### config.mk
export PLATFORM = sky130hd
export DESIGN_NAME = spi_frame_cs_gen
export DESIGN_NICKNAME = d
export VERILOG_FILES = /design/src/rtl/spi_fcs_pkg.sv /design/src/rtl/fcs_sclk_edge.sv /design/src/rtl/fcs_frame_count.sv /design/src/rtl/fcs_release_pulse.sv /design/src/rtl/spi_frame_cs_gen.sv
export SDC_FILE = /design/constraint.sdc
export NUM_CORES = 1
export LEC_CHECK = 0
export ABC_AREA = 1
export CORE_MARGIN = 3
export CORE_UTILIZATION = 40
export CTS_BUF_LIST = sky130_fd_sc_hd__clkbuf_8
export DETAILED_ROUTE_END_ITERATION = 12
export DONT_BUFFER_PORTS = 1
export SLEW_MARGIN = 20
export SYNTH_ARGS = -nofsm -noshare
export SYNTH_HDL_FRONTEND = slang
export SYNTH_SLANG_ARGS = --single-unit
### constraint.sdc
create_clock -name clk -period 3.8 [get_ports clk]
set_input_delay 0.76 -clock clk [delete_from_list [all_inputs] [get_ports clk]]
set_output_delay 0.76 -clock clk [all_outputs]
set_load 0.01 [all_outputs]
### src/rtl/spi_fcs_pkg.sv
package spi_fcs_pkg;

  typedef enum logic [1:0] {
    SPI_M0 = 2'd0,
    SPI_M1 = 2'd1,
    SPI_M2 = 2'd2,
    SPI_M3 = 2'd3
  } spi_mode_e;

  // modes 0 and 3 sample on the rising edge of the serial clock
  function automatic logic counts_rising(spi_mode_e m);
    return (m == SPI_M0) || (m == SPI_M3);
  endfunction

  // line level for a given polarity and release state
  function automatic logic cs_level(logic act_high, logic released);
    return released ? ~act_high : act_high;
  endfunction

endpackage

### src/rtl/fcs_sclk_edge.sv
module fcs_sclk_edge #(
  parameter int STAGES = 2
) (
  input  logic clk,
  input  logic rst_n,
  input  logic sclk_in,
  output logic rise,
  output logic fall
);
  localparam int WARM_MAX = STAGES + 1;
  localparam int WARM_W   = $clog2(WARM_MAX + 1);

  logic [STAGES-1:0] chain;
  logic              prev;
  logic [WARM_W-1:0] warm;
  logic              synced;
  logic              armed;

  generate
    if (STAGES == 1) begin : g_one
      always_ff @(posedge clk or negedge rst_n) begin
        if (!rst_n) chain <= '0;
        else        chain <= sclk_in;
      end
    end else begin : g_many
      always_ff @(posedge clk or negedge rst_n) begin
        if (!rst_n) chain <= '0;
        else        chain <= {chain[STAGES-2:0], sclk_in};
      end
    end
  endgenerate

  assign synced = chain[STAGES-1];
  assign armed  = (warm == WARM_W'(WARM_MAX));

  always_ff @(posedge clk or negedge rst_n) begin
    if (!rst_n) begin
      prev <= 1'b0;
      warm <= '0;
    end else begin
      prev <= synced;
      if (!armed) warm <= warm + WARM_W'(1);
    end
  end

  // no edge is reported until the chain holds real samples
  assign rise = armed &  synced & ~prev;
  assign fall = armed & ~synced &  prev;

endmodule

### src/rtl/fcs_frame_count.sv
module fcs_frame_count #(
  parameter int LEN_W = 32
) (
  input  logic             clk,
  input  logic             rst_n,
  input  logic             clr,
  input  logic [LEN_W-1:0] len,
  input  logic             step,
  output logic [LEN_W-1:0] cnt,
  output logic             wrap
);
  function automatic logic last_bit(logic [LEN_W-1:0] c, logic [LEN_W-1:0] l);
    return (l != '0) && (c == l - LEN_W'(1));
  endfunction

  function automatic logic [LEN_W-1:0] advance(logic [LEN_W-1:0] c, logic [LEN_W-1:0] l);
    return last_bit(c, l) ? '0 : c + LEN_W'(1);
  endfunction

  assign wrap = step && last_bit(cnt, len);

  always_ff @(posedge clk or negedge rst_n) begin
    if (!rst_n)                    cnt <= '0;
    else if (clr)                  cnt <= '0;
    else if (step && len != '0)    cnt <= advance(cnt, len);
  end

endmodule

### src/rtl/fcs_release_pulse.sv
module fcs_release_pulse #(
  parameter int CYCLES = 2
) (
  input  logic clk,
  input  logic rst_n,
  input  logic start,
  input  logic cancel,
  output logic active
);
  localparam int TW = $clog2(CYCLES + 1);

  logic [TW-1:0] left;

  always_ff @(posedge clk or negedge rst_n) begin
    if (!rst_n)           left <= '0;
    else if (cancel)      left <= '0;
    else if (start)       left <= TW'(CYCLES);
    else if (left != '0)  left <= left - TW'(1);
  end

  assign active = (left != '0);

endmodule

### src/rtl/spi_frame_cs_gen.sv
module spi_frame_cs_gen
  import spi_fcs_pkg::*;
#(
  parameter int LEN_W       = 32,
  parameter int SYNC_STAGES = 2,
  parameter int RELEASE_CYC = 2
) (
  input  logic             clk,
  input  logic             rst_n,
  input  logic             sclk_in,
  input  logic [LEN_W-1:0] frame_len,
  input  logic [1:0]       spi_mode,
  input  logic             cs_act_high,
  input  logic             cfg_wr,
  output logic             cs_out
);
  logic [LEN_W-1:0] len_q;
  spi_mode_e        mode_q;
  logic             act_q;

  logic             rise, fall;
  logic             edge_evt;
  logic             eof_evt;
  logic [LEN_W-1:0] cnt;
  logic             pulse_active;

  always_ff @(posedge clk or negedge rst_n) begin
    if (!rst_n) begin
      len_q  <= '0;
      mode_q <= SPI_M0;
      act_q  <= 1'b0;
    end else if (cfg_wr) begin
      len_q  <= frame_len;
      mode_q <= spi_mode_e'(spi_mode);
      act_q  <= cs_act_high;
    end
  end

  fcs_sclk_edge #(.STAGES(SYNC_STAGES)) u_edge (
    .clk     (clk),
    .rst_n   (rst_n),
    .sclk_in (sclk_in),
    .rise    (rise),
    .fall    (fall)
  );

  assign edge_evt = counts_rising(mode_q) ? rise : fall;

  fcs_frame_count #(.LEN_W(LEN_W)) u_count (
    .clk   (clk),
    .rst_n (rst_n),
    .clr   (cfg_wr),
    .len   (len_q),
    .step  (edge_evt),
    .cnt   (cnt),
    .wrap  (eof_evt)
  );

  fcs_release_pulse #(.CYCLES(RELEASE_CYC)) u_pulse (
    .clk    (clk),
    .rst_n  (rst_n),
    .start  (eof_evt),
    .cancel (cfg_wr),
    .active (pulse_active)
  );

  assign cs_out = cs_level(act_q, pulse_active);

endmodule

Yosys cells after proc, flatten, opt, wreduce, memory -nomap -nowiden:

Cells that the tools add are included.

* reduce and logical (&&, ||, !) cells: 9
* multiplexer cells: 8
* equality and inequality tests: 3
* add/sub/neg operators: 4
* bitwise operators: 7

Operator list (count)
* 32-bit 2-to-1 mux: 3
* 32-bit by 1-bit adder with 32-bit output (second input constant): 1
* 32-bit equality test: 1
* 32-bit nonzero test: 1
* 32-bit by 1-bit subtractor with 32-bit output (second input constant): 1
* 2-bit 2-to-1 mux: 3
* 1-bit AND: 4
* 2-bit equality test (second input constant): 2
* 2-bit nonzero test: 2
* 1-bit logical AND: 3
* 1-bit NOT: 3
* 3-bit nonzero test: 1
* 2-bit by 1-bit adder with 2-bit output (second input constant): 1
* 2-bit logical NOT: 1
* 1-bit 2-to-1 mux: 2
* 2-bit by 1-bit subtractor with 2-bit output (second input constant): 1
* 1-bit logical OR: 1

* bits in registers: 74
* input port bits: 39
* output and inout bits: 1
* logic and storage cells: 39

Depth between registers and ports, before layout:

* depth in word-level cells: 7
* depth in mapped cells: 19

By module:

A second synthesis with hierarchy kept.

* cell total of the unflattened synthesis: 914
* area total of the unflattened synthesis: 5859.4 um^2

By module, submodules not included
* fcs_frame_count: area an instance 4005.1 um^2, times used 1, cells an instance 724, seq. area each 800.8 um^2
* spi_frame_cs_gen: area an instance 1554.0 um^2, times used 1, cells an instance 156, seq. area each 875.8 um^2
* fcs_sclk_edge: area an instance 182.7 um^2, times used 1, cells an instance 18, seq. area each 125.1 um^2
* fcs_release_pulse: area an instance 117.6 um^2, times used 1, cells an instance 16, seq. area each 50.0 um^2

Worst setup path after synthesis:

Ideal clock, no wire load.

* kind: reg-to-reg
* from: register len_q[0]
* to: register u_count.cnt[19]
* stages on the path, launching flop included: 19
* period minus slack after synthesis: 2.151 ns
* slack: 1.649 ns
* path buffers: 1
* arrival time: 2.035 ns
* required time: 3.683 ns
* cell sequence: dfrtp_1 inv_1 ha_1 nand2_2 nor2_2 nand2_1 nand2_1 nand2_1 nor2_1 nand2_1 nor2_1 nand3_1 nor2_2 nand2_1 nand2_2 buf_6 inv_4 nand3_2 nand2_1

* word-level cells in the longest chain between the ends: 6
* elaborated cells between the ends (all ways): 9

Ends and longest elaborated chain
* start: declaration: RTL line spi_frame_cs_gen.sv:17 `logic [LEN_W-1:0] len_q;`
* start signal: assignment: RTL line spi_frame_cs_gen.sv:33 `len_q <= frame_len;`
* 32-bit by 1-bit subtractor with 32-bit output: RTL line fcs_frame_count.sv:13 `return (l != '0) && (c == l - LEN_W'(1));`
* 32-bit equality test: RTL line fcs_frame_count.sv:13
* 1-bit logical AND: RTL line fcs_frame_count.sv:13
* 32-bit 2-to-1 mux: RTL line fcs_frame_count.sv:17 `return last_bit(c, l) ? '0 : c + LEN_W'(1);`
* 32-bit 2-to-1 mux: RTL line fcs_frame_count.sv:25 `else if (step && len != '0) cnt <= advance(cnt, len);`
* 32-bit 2-to-1 mux: RTL line fcs_frame_count.sv:24 `else if (clr) cnt <= '0;`
* end signal: assignment: RTL line fcs_frame_count.sv:25
* end: declaration: RTL line fcs_frame_count.sv:9 `output logic [LEN_W-1:0] cnt,`

Parallel ways exist; a longest one is shown, timed or not. The select of a mux whose other input is x is not followed.
A chain may end at the register's enable or synchronous reset.

Worst setup path in the final report:

Same ends and word-level chain as after synthesis.

==> flow_metrics.env <==
export IMPL_status="finished clean"
export IMPL_drc=0
export IMPL_setup_worst_path_class="reg2reg"
export IMPL_vias=4937
export IMPL_regArea_um2=1852
export IMPL_postCtsHoldBufs=0
export IMPL_layout_drive_gt1_share=0.08015
export IMPL_end_kind="register"
export IMPL_layout_commonest_cell="nand2_1"
export IMPL_setup_viol=0
export IMPL_skew_ns=0.01622
export IMPL_drtAntennaViolNets=0
export IMPL_place_inst=942
export IMPL_p_clk_frac=0.325
export IMPL_p_int_w=0.001225
export IMPL_worstMarginPinSlew_ns=0.6636
export IMPL_switchingPower_w=0.0006790
export IMPL_clock_latency_ns=0.38
export IMPL_grt_ovfl_total=0
export IMPL_p_sw_frac=0.3566
export IMPL_ys_types=40
export IMPL_min_path_type="in2async"
export IMPL_post_cts_buffers=0
export IMPL_syn_area_um2=5430
export IMPL_area_growth_pct=6.244
export IMPL_core_area_um2=12930
export IMPL_maxSlewViolCount=0
export IMPL_htree_levels=3
export IMPL_grt_pass1_wl_um=25360
export IMPL_io_pins=40
export IMPL_first_pass_iters=5
export IMPL_cts_tree="built"
export IMPL_peakVddDrop_uv=248.4
export IMPL_vias_per_cell=5.153
export IMPL_clk_path_buf_depth=2
export IMPL_antenna_found_initial=0
export IMPL_min_period_ns=2.950
export IMPL_clk_pin_slew_worst_paths_ns=0.10
export IMPL_drt_wirelength_per_cell_um=16.57
export IMPL_num_fill_cells=1352
export IMPL_postCtsResizedCells=0
export IMPL_final_cell_mix="273 x nand2_1, 97 x nor2_1, 74 x dfrtp_1"
export IMPL_powerDensity_nw_per_um2=330.1
export IMPL_synth_fp_nets=830
export IMPL_start_kind="register"
export IMPL_initial_core_util=0.4201
export IMPL_die_y_um=122.5
export IMPL_drt_iter0_drc=404
export IMPL_row_count=41
export IMPL_cts_root_buf="clkbuf_8"
export IMPL_syn_area_per_cell_um2=6.909
export IMPL_grt_pass1_vias=4742
export IMPL_antenna_cells=0
export IMPL_hpwl_um=12430
export IMPL_power_w=0.001904
export IMPL_seq_power_share=0.471
export IMPL_cts_buffers=9
export IMPL_routed_wl_um=15880
export IMPL_die_area_um2=15010
export IMPL_required_ns=4.07
export IMPL_gp_congestion=0.9924
export IMPL_multiInputGateArea_um2=3203
export IMPL_relSlewSlack=0.5571
export IMPL_final_cell_count_no_fill=958
export IMPL_cts_sinks=74
export IMPL_finalCritPeriodShare=0.7763
export IMPL_leakage_nw=2.705
export IMPL_synth_cells=786
export IMPL_crit_arrival_ns=3.22
export IMPL_crit_fanout=20
export IMPL_finalHoldViolCount=0
export IMPL_rsz0062_at_grt="false"
export IMPL_die_x_um=122.5
export IMPL_seq_area_frac_synth=0.3410
export IMPL_grt_max_degree=75
export IMPL_port_buffers=0
export IMPL_fin_setup_tns_ns=0
export IMPL_cap_violations=0
export IMPL_grt_use_total=0.2227
export IMPL_synth_seq_cells=74
export IMPL_yosysWarnings=0
export IMPL_fin_nets=825
export IMPL_clock_fmax_ghz=0.3390
export IMPL_combPwrFrac=0.204
power groups by stage:
stage	combinational (W)	sequential, W	clock, W
after floorplan	0.000306	0.000890	0
after global placement	0.000385	0.000909	0
after detailed placement	0.000391	0.000909	0
after CTS	0.000392	0.000894	0.000639
after global routing	0.000442	0.000902	0.000669
final	0.000389	0.000896	0.000619
Yosys cell counts:
cell / n / area (µm²)
nand2_1: 273 / 1025
nor2_1: 97 / 364.1
dfrtp_1: 74 / 1852
inv_1: 71 / 266.5
xor2_1: 45 / 394.1
nand3_1: 33 / 165.2
o21ai_0: 28 / 140.1
nand4_1: 17 / 106.4
xnor2_1: 17 / 148.9
nor3_1: 16 / 80.08
clkbuf_1: 14 / 52.55
o22ai_1: 14 / 87.58
nor2_2: 11 / 68.82
nand2_2: 10 / 62.56
nand3b_1: 9 / 67.56
ha_1: 5 / 62.56
nand3_2: 5 / 50.05
nor2_4: 5 / 56.30
o21ai_1: 5 / 25.02
xnor3_1: 5 / 112.6
a21oi_1: 4 / 20.02
inv_2: 4 / 15.01
nor3_2: 3 / 30.03
clkinv_1: 2 / 7.510
nor2_8: 2 / 40.04
o21bai_1: 2 / 15.01
or2_2: 2 / 12.51
a21boi_0: 1 / 7.510
and2_1: 1 / 6.260
buf_1: 1 / 3.750
buf_4: 1 / 7.510
buf_6: 1 / 11.26
clkbuf_2: 1 / 5.000
inv_4: 1 / 6.260
mux2_2: 1 / 11.26
mux2i_1: 1 / 10.01
nand2_4: 1 / 11.26
nor4_1: 1 / 6.260
o2111ai_1: 1 / 8.760
o31ai_1: 1 / 7.510
layout make-up:
class,count,area share
multi-input combinational,616,0.5552
sequential,74,0.3210
clock inverter,7,0.01128
clock buffer,9,0.02147
tap,172,0.03730
inverter,78,0.05118
timing repair buffer,2,0.002602
metrics by stage:
stage / instance area (µm²) / setup WS, ns / hold WS [ns] / util
6_report: 5769 / 0.8499 / 0.05961 / 0.4463
3_5_place_dp: 5580 / 0.9088 / 0.3413 / 0.4317
5_1_grt: 5769 / 0.5726 / 0.03115 / 0.4463
4_1_cts: 5769 / 0.8760 / 0.03438 / 0.4463
3_3_place_gp: 5580 / 0.9786 / 0.3400 / 0.4317
2_1_floorplan: 5430 / 1.649 / 0.3312 / -
path summary, 6_finish.rpt:
check / depth (start not counted) / end / from / slack (ns)
worst min-delay path: 0 / len_q[31]$_DFFE_PN0P_ / rst_n / 0.06
worst min register to register: 0 / u_edge.chain[1]$_DFF_PN0_ / u_edge.chain[0]$_DFF_PN0_ / 0.36
min in group clk: 0 / u_edge.chain[1]$_DFF_PN0_ / u_edge.chain[0]$_DFF_PN0_ / 0.36
worst max-delay path: 17 / u_count.cnt[19]$_DFFE_PN0P_ / len_q[0]$_DFFE_PN0P_ / 0.85
worst max register to register: 17 / u_count.cnt[19]$_DFFE_PN0P_ / len_q[0]$_DFFE_PN0P_ / 0.85
max in group asynchronous: 0 / u_count.cnt[23]$_DFFE_PN0P_ / rst_n / 3.60
registers in the layout, summed over array words and instances (netlist names):
register and flops:
u_pulse.left 2, u_edge.prev 1, act_q 1, u_edge.chain 2, len_q 32, u_edge.warm 2, mode_q 2, u_count.cnt 32
metal layers:
| metal | global-route usage | vias to the layer above | part of all wire |
|---|---|---|---|
| li1 | - | 2470 | - |
| met1 | 0.3124 | 2304 | 0.47 |
| met2 | 0.3452 | 140 | 0.45 |
| met3 | 0.03963 | 23 | 0.060 |
| met4 | 0.07838 | 0 | 0.022 |
| met5 | 0 | - | 0 |
logic make-up (layout without fill, tap and decap cells):
logic type      Yosys count  in the layout  synth area share
compound gates           56             56           0.05737
xor+xnor                 67             67            0.1207
fa+ha+maj                 5              5           0.01152
buf+inv                  96             96           0.06912
flops                    74             74            0.3410
mux                       2              2          0.003917
simple gates            486            486            0.3963
worst max-delay path: stages (launching register included):
cell and delay [ns]:
dfrtp_1 0.41, inv_1 0.14, ha_1 0.25, nand2_2 0.15, nor2_2 0.23, nand2_1 0.19
nand2_1 0.09, nand2_1 0.05, nor2_1 0.08, nand2_1 0.05, nor2_1 0.18, nand3_1 0.13
nor2_2 0.11, nand2_1 0.09, nand2_2 0.42, inv_4 0.12, nand3_2 0.08, nand2_1 0.06
No activity file was read; power rests on OpenSTA's default activity.
